File: config.mk
export PLATFORM = sky130hd
export DESIGN_NAME = bus_slave_term
export DESIGN_NICKNAME = d
export VERILOG_FILES = /design/src/rtl/bst_pkg.sv /design/src/rtl/bst_decode.sv /design/src/rtl/bst_regfile.sv /design/src/rtl/bst_fsm.sv /design/src/rtl/bus_slave_term.sv
export SDC_FILE = /design/constraint.sdc
export NUM_CORES = 1
export LEC_CHECK = 0
export BUFFER_PORTS_ARGS = -buffer_cell sky130_fd_sc_hd__buf_2
export CELL_PAD_IN_SITES_DETAIL_PLACEMENT = 1
export CELL_PAD_IN_SITES_GLOBAL_PLACEMENT = 1
export CORE_MARGIN = 3
export CORE_UTILIZATION = 35
export DETAILED_ROUTE_END_ITERATION = 8
export PLACE_DENSITY = 0.63
export SLEW_MARGIN = 25
export SYNTH_ARGS = -nofsm -noshare
export SYNTH_HDL_FRONTEND = slang
export SYNTH_HIERARCHICAL = 1
export SYNTH_SLANG_ARGS = --single-unit
export TNS_END_PERCENT = 1
File: constraint.sdc
create_clock -name clk -period 2.1 [get_ports clk]
set_clock_uncertainty 0.1 [all_clocks]
set_input_delay 0.21 -clock clk [delete_from_list [all_inputs] [get_ports clk]]
set_output_delay 0.21 -clock clk [all_outputs]
set_load 0.005 [all_outputs]
File: src/rtl/bst_pkg.sv
package bst_pkg;
  typedef enum logic [1:0] {
    ST_IDLE,
    ST_WAIT,
    ST_ISSUE,
    ST_HOLD
  } bst_state_e;

  // Only I/O data cycles belong to this block.
  function automatic logic is_io_data(input logic dc_v, input logic mio_v);
    return dc_v && !mio_v;
  endfunction
endpackage

File: src/rtl/bst_decode.sv
module bst_decode
  import bst_pkg::*;
(
  input  logic ads_n,
  input  logic cs_hit,
  input  logic wr_rd,
  input  logic dc,
  input  logic mio,
  output logic req_rd,
  output logic req_wr
);
  logic claim;

  always_comb begin
    claim  = !ads_n && cs_hit && is_io_data(dc, mio);
    req_rd = claim && !wr_rd;
    req_wr = claim && wr_rd;
  end
endmodule

File: src/rtl/bst_regfile.sv
module bst_regfile #(
  parameter int NREGS = 8,
  parameter int DW    = 32,
  localparam int AW   = $clog2(NREGS)
) (
  input  logic          clk,
  input  logic          rst_n,
  input  logic          we,
  input  logic [AW-1:0] waddr,
  input  logic [DW-1:0] wdata,
  input  logic [AW-1:0] raddr,
  output logic [DW-1:0] rdata
);
  logic [DW-1:0] regs [NREGS];

  for (genvar g = 0; g < NREGS; g++) begin : g_reg
    always_ff @(posedge clk or negedge rst_n) begin
      if (!rst_n)                          regs[g] <= '0;
      else if (we && (waddr == AW'(g)))    regs[g] <= wdata;
    end
  end

  always_comb rdata = regs[raddr];
endmodule

File: src/rtl/bst_fsm.sv
module bst_fsm
  import bst_pkg::*;
#(
  parameter int NREGS   = 8,
  parameter int DW      = 32,
  parameter int RDY_LAT = 2,
  localparam int AW     = $clog2(NREGS),
  localparam int CW     = $clog2(RDY_LAT + 1)
) (
  input  logic          clk,
  input  logic          rst_n,
  input  logic          req_rd,
  input  logic          req_wr,
  input  logic [AW-1:0] addr,
  input  logic [DW-1:0] wr_data,
  input  logic [DW-1:0] reg_word,
  input  logic          rdy_rtn_n,
  output logic          rdy_n,
  output logic          rd_oe,
  output logic [DW-1:0] rd_word,
  output logic          we,
  output logic [AW-1:0] waddr,
  output logic [DW-1:0] wdata
);
  bst_state_e    state;
  logic [CW-1:0] cnt;
  logic          is_wr_q;
  logic [DW-1:0] word_q;

  always_ff @(posedge clk or negedge rst_n) begin
    if (!rst_n) begin
      state   <= ST_IDLE;
      cnt     <= '0;
      is_wr_q <= 1'b0;
      word_q  <= '0;
      waddr   <= '0;
    end else begin
      case (state)
        ST_IDLE: if (req_rd || req_wr) begin
          state   <= ST_WAIT;
          cnt     <= CW'(RDY_LAT);
          is_wr_q <= req_wr;
          waddr   <= addr;
          word_q  <= req_wr ? wr_data : reg_word;
        end
        ST_WAIT: begin
          if (cnt == CW'(1)) state <= ST_ISSUE;
          cnt <= cnt - CW'(1);
        end
        ST_ISSUE: begin
          if (is_wr_q || !rdy_rtn_n) state <= ST_IDLE;
          else                       state <= ST_HOLD;
        end
        ST_HOLD: if (!rdy_rtn_n) state <= ST_IDLE;
        default: state <= ST_IDLE;
      endcase
    end
  end

  always_comb begin
    rdy_n   = (state != ST_ISSUE);
    rd_oe   = ((state == ST_ISSUE) && !is_wr_q) || (state == ST_HOLD);
    rd_word = word_q;
    we      = (state == ST_ISSUE) && is_wr_q;
    wdata   = word_q;
  end

  AST_RDY_ONE_CYCLE: assert property (@(posedge clk) disable iff (!rst_n)
    !rdy_n |=> rdy_n);
  AST_NO_RDY_IN_HOLD: assert property (@(posedge clk) disable iff (!rst_n)
    (state == ST_HOLD) |-> rdy_n);
  AST_OE_DROP_ON_RTN: assert property (@(posedge clk) disable iff (!rst_n)
    (rd_oe && !rdy_rtn_n) |=> !rd_oe);
  AST_WR_ENDS_AT_RDY: assert property (@(posedge clk) disable iff (!rst_n)
    (!rdy_n && we) |=> (state == ST_IDLE));
  AST_WR_NO_OE: assert property (@(posedge clk) disable iff (!rst_n)
    we |-> !rd_oe);
  AST_BUSY_IGNORED: assert property (@(posedge clk) disable iff (!rst_n)
    (state != ST_IDLE) && (state != ST_ISSUE) |=> $stable(waddr));
endmodule

File: src/rtl/bus_slave_term.sv
module bus_slave_term
  import bst_pkg::*;
#(
  parameter int NREGS   = 8,
  parameter int DW      = 32,
  parameter int RDY_LAT = 2,
  localparam int AW     = $clog2(NREGS)
) (
  input  logic          clk,
  input  logic          rst_n,
  input  logic          ads_n,
  input  logic          cs_hit,
  input  logic          wr_rd,
  input  logic          dc,
  input  logic          mio,
  input  logic [AW-1:0] addr,
  input  logic [DW-1:0] wr_data,
  input  logic          rdy_rtn_n,
  output logic          rdy_n,
  output logic [DW-1:0] rd_data,
  output logic          rd_oe
);
  logic          req_rd, req_wr, we;
  logic [AW-1:0] waddr;
  logic [DW-1:0] wdata, reg_word, rd_word;

  bst_decode u_decode (
    .ads_n(ads_n), .cs_hit(cs_hit), .wr_rd(wr_rd), .dc(dc), .mio(mio),
    .req_rd(req_rd), .req_wr(req_wr)
  );

  bst_regfile #(.NREGS(NREGS), .DW(DW)) u_regs (
    .clk(clk), .rst_n(rst_n), .we(we), .waddr(waddr), .wdata(wdata),
    .raddr(addr), .rdata(reg_word)
  );

  bst_fsm #(.NREGS(NREGS), .DW(DW), .RDY_LAT(RDY_LAT)) u_fsm (
    .clk(clk), .rst_n(rst_n), .req_rd(req_rd), .req_wr(req_wr),
    .addr(addr), .wr_data(wr_data), .reg_word(reg_word),
    .rdy_rtn_n(rdy_rtn_n), .rdy_n(rdy_n), .rd_oe(rd_oe),
    .rd_word(rd_word), .we(we), .waddr(waddr), .wdata(wdata)
  );

  always_comb rd_data = rd_oe ? rd_word : '0;

  AST_DATA_STABLE: assert property (@(posedge clk) disable iff (!rst_n)
    (rd_oe && $past(rd_oe)) |-> $stable(rd_data));
  AST_ZERO_WHEN_OFF: assert property (@(posedge clk) disable iff (!rst_n)
    $fell(rd_oe) |-> (rd_data == '0));
endmodule

==> results by group <==
Cells and area
  • Layout fillers: 3976
  • Share of layout cells above drive strength 1: about three fifths
  • Area of the multi-input gates: 6170 um2
  • Syn-to-layout area delta: 18.6%
  • N_diodes: 0
  • Most common cell after layout, fill and taps aside: mux2_2
  • Final net count: 1024
  • Most frequent cells in the layout: mux2_2 (342), dfrtp_1 (296), buf_2 (64)
  • FF+latch area: 7410 um2
  • Cell Count, Final, Fillers Out: 1527

Timing
  • Slew at the pin closest to its max-slew limit: 0.459 ns
  • Max Slew Vio Count: 0
  • Worst rel slew slack: 69.4%
  • Worst Setup Slack, final: 0.0553 ns
  • Fin crit period: 2.04 ns
  • Unrepaired setup endpoints after global routing: true
  • Setup Viol. Count Final: 0
  • Max Fclk: approximately 490 MHz
  • Final hold vios: 0
  • Fin crit share: 97.4%

Synthesis
  • Syn nets: 918
  • Main flop type after synthesis: dfrtp_1
  • FF+latch count, synth: 296
  • Synth cell types: 35
  • Post-Syn Instances: 874
  • Post-Syn Area: between 10000 and 15000 um2
  • Register area share after synthesis: 52.3%
  • Post-Syn Area per Cell: 16.2 um2
  • Yosys warns: 6
  • EDFF count, synth: 0
  • Ys async rst share: between 90% and 100%

Global route
  • Remaining global-route overflow: 0
  • First-pass GRT wire length: 52.7 mm
  • Largest net degree at the start of global routing: 77
  • Vias in the first global route: 8731
  • Initial antenna violation count: 0
  • Gr usage total: 15.6%

Clock network
  • Clk root buf: clkbuf_16
  • Worst-Skew Late Latency: 0.52 ns
  • Clk slew on worst S/H paths: 0.06 ns
  • Clk buf depth: 3
  • CTS tree: done
  • Setup Buffers After CTS: 0
  • H-tree Lvls: 2
  • CTS Sinks: 296
  • CTS Buf Count: 35

Power and ir drop
  • Internal Power: 9.87 mW
  • Pleak: 8.43 nW
  • Sw Share: 24.4%
  • NetSw: 3.18 mW
  • Comb power frac: under 10%
  • Reg power frac: 46.3%
  • Power density cells: 777 nW/um2
  • VDD IR max: 0.000539 V
  • Clock share of power: between 40% and 50%

Routing
  • Final wirelength: 33.3 mm
  • Via count: ~7800
  • First drt pass iteration count: 4
  • Residual DRC: 0
  • Vias/cell: 5.12
  • Post-DRT Antenna Nets: 0
  • Initial DRC Count: 314
  • Avg WL per Cell: 21.8 um

Placement
  • Port Buf Inserts: 76
  • GP Congestion: between 0.6 and 0.7
  • Placed wire-length estimate: 20.6 mm
  • Placement Setup Slack: -0.232 ns
  • Cell Count Post-Placement: ~1400

Outcome
  • Status: completed

Die
  • Num ports: 77
  • Num rows: 73
  • Die height: 207 um
  • Core area: 39800 um2
  • Area of the die: 42900 um2
  • Die X-Extent: 207 um
  • Initial Util: roughly 36%

Worst setup path
  • Slowest CP cell: dfrtp_1
  • CP peak stage delay: 0.35 ns
  • Max FO, Critical Path: 18
  • Crit path launch type: flip-flop
  • CP required: 1.79 ns
  • Setup Crit Path Kind: flip-flop to output port
  • Worst setup EP type: output port
  • Critical Path, Cell by Cell: buf_6 > a21boi_4 > buf_12 > and2_4 > buf_2
  • Critical path arrival: between 1.5 and 2 ns

Min path
  • Hold Crit Class: input pin to async pin

Run
  • Total of max-cap violations: 0
==> area by class of cell <==
cell class / count / share of cell area, %
clock buffers: 51 / 6.24
clock inverters: 8 / 0.328
inverters: 3 / 0.0671
multi-input cells: 483 / 36.7
flip-flops and latches: 296 / 44.1
well taps: 525 / 3.91
repair buffers: 161 / 8.61
==> logic make-up after synthesis <==
kind of cell / after synthesis / synth area share [%]
AO/OA/AOI/OAI: 9 / 0.495
buffers and inverters: 95 / 4.68
AND/OR/NAND/NOR: 53 / 2.85
adder cells (fa/ha/maj): 1 / 0.0884
flip-flops: 296 / 52.3
multiplexers: 420 / 39.6
==> worst paths after layout <==
check | start | endpoint | slack [ns] | depth (start not counted)
max in group asynchronous | rst_n | u_regs/regs[132] | 1.17 | 3
worst max register to register | u_fsm/waddr[0] | u_regs/regs[204] | 0.10 | 3
min in group clk | wr_data[21] | u_fsm/rd_word[21] | 0.03 | 3
worst min register to register | u_regs/regs[110] | u_regs/regs[110] | 0.39 | 1
worst max-delay path | u_fsm/state[1] | rd_data[27] | 0.06 | 5
worst min-delay path | rst_n | u_regs/regs[222] | 0.03 | 2
==> synthesized netlist by cell type, types with 6 or more instances <==
| cell | number | area share, % |
|---|---|---|
| and2_2 | 32 | 1.7 |
| buf_2 | 23 | 0.81 |
| buf_4 | 44 | 2.3 |
| buf_6 | 14 | 1.1 |
| clkbuf_2 | 6 | 0.21 |
| dfrtp_1 | 296 | 52 |
| mux2_1 | 13 | 1.0 |
| mux2_2 | 342 | 27 |
| mux4_1 | 40 | 7.4 |
| mux4_2 | 24 | 3.8 |
==> sequential cells by signal, indices dropped and copies added, names as in the netlist <==
| register | cells |
|---|---|
| u_regs/regs | 256 |
| u_fsm/rd_word | 32 |
| u_fsm/waddr | 3 |
| u_fsm/cnt | 2 |
| u_fsm/state | 2 |
| u_fsm/is_wr_q | 1 |
==> worst max-delay path, delay by kind of cell, from the launching register on <==
family,cells,cell delay [ns]
and+or+nand+nor,1,0.18
DFF,1,0.35
buffers and inverters,3,0.47
AOI/OAI and AO/OA,1,0.22
==> per-stage QoR <==
stage               power (mW)  TNS, ns  hold slack (ns)  area [um2]  utilization (%)
detailed placement        7.29    -5.03          -0.0152       15200             38.3
CTS                       13.3   -0.630          0.00926       16700             41.9
global route              13.7   -0.343          0.00327       16800             42.2
finish                    13.1        0           0.0332       16800             42.2
floorplan                 6.69        0           -0.186       14200                -
global placement          7.27    -3.71          -0.0124       15200             38.3
==> what timing repair did <==
action | in CTS | in global routing
gates cloned | 0 | 0
setup endpoints to repair | 58 | 149
hold buffers | 33 | 0
gates resized for setup | 5 | 28
endpoints found under the hold margin | 329 | 0
==> power groups by stage <==
stage	clock network (mW)	registers (mW)	logic [mW]
2_1_floorplan	0	6.00	0.692
3_3_place_gp	0	6.14	1.13
3_5_place_dp	0	6.14	1.15
4_1_cts	6.00	6.04	1.21
5_1_grt	6.27	6.06	1.32
6_report	5.80	6.04	1.20
==> metal layers <==
layer	share of wire [%]	routed length (um)	track usage [%]	vias to the layer above
li1	-	-	-	3449
met1	46	15300	20.8	4233
met2	50	16500	26.8	102
met3	2.8	947	2.48	33
met4	1.4	462	3.44	0
met5	0	0	0	-
Note: power is estimated with default switching activity, not from simulation.
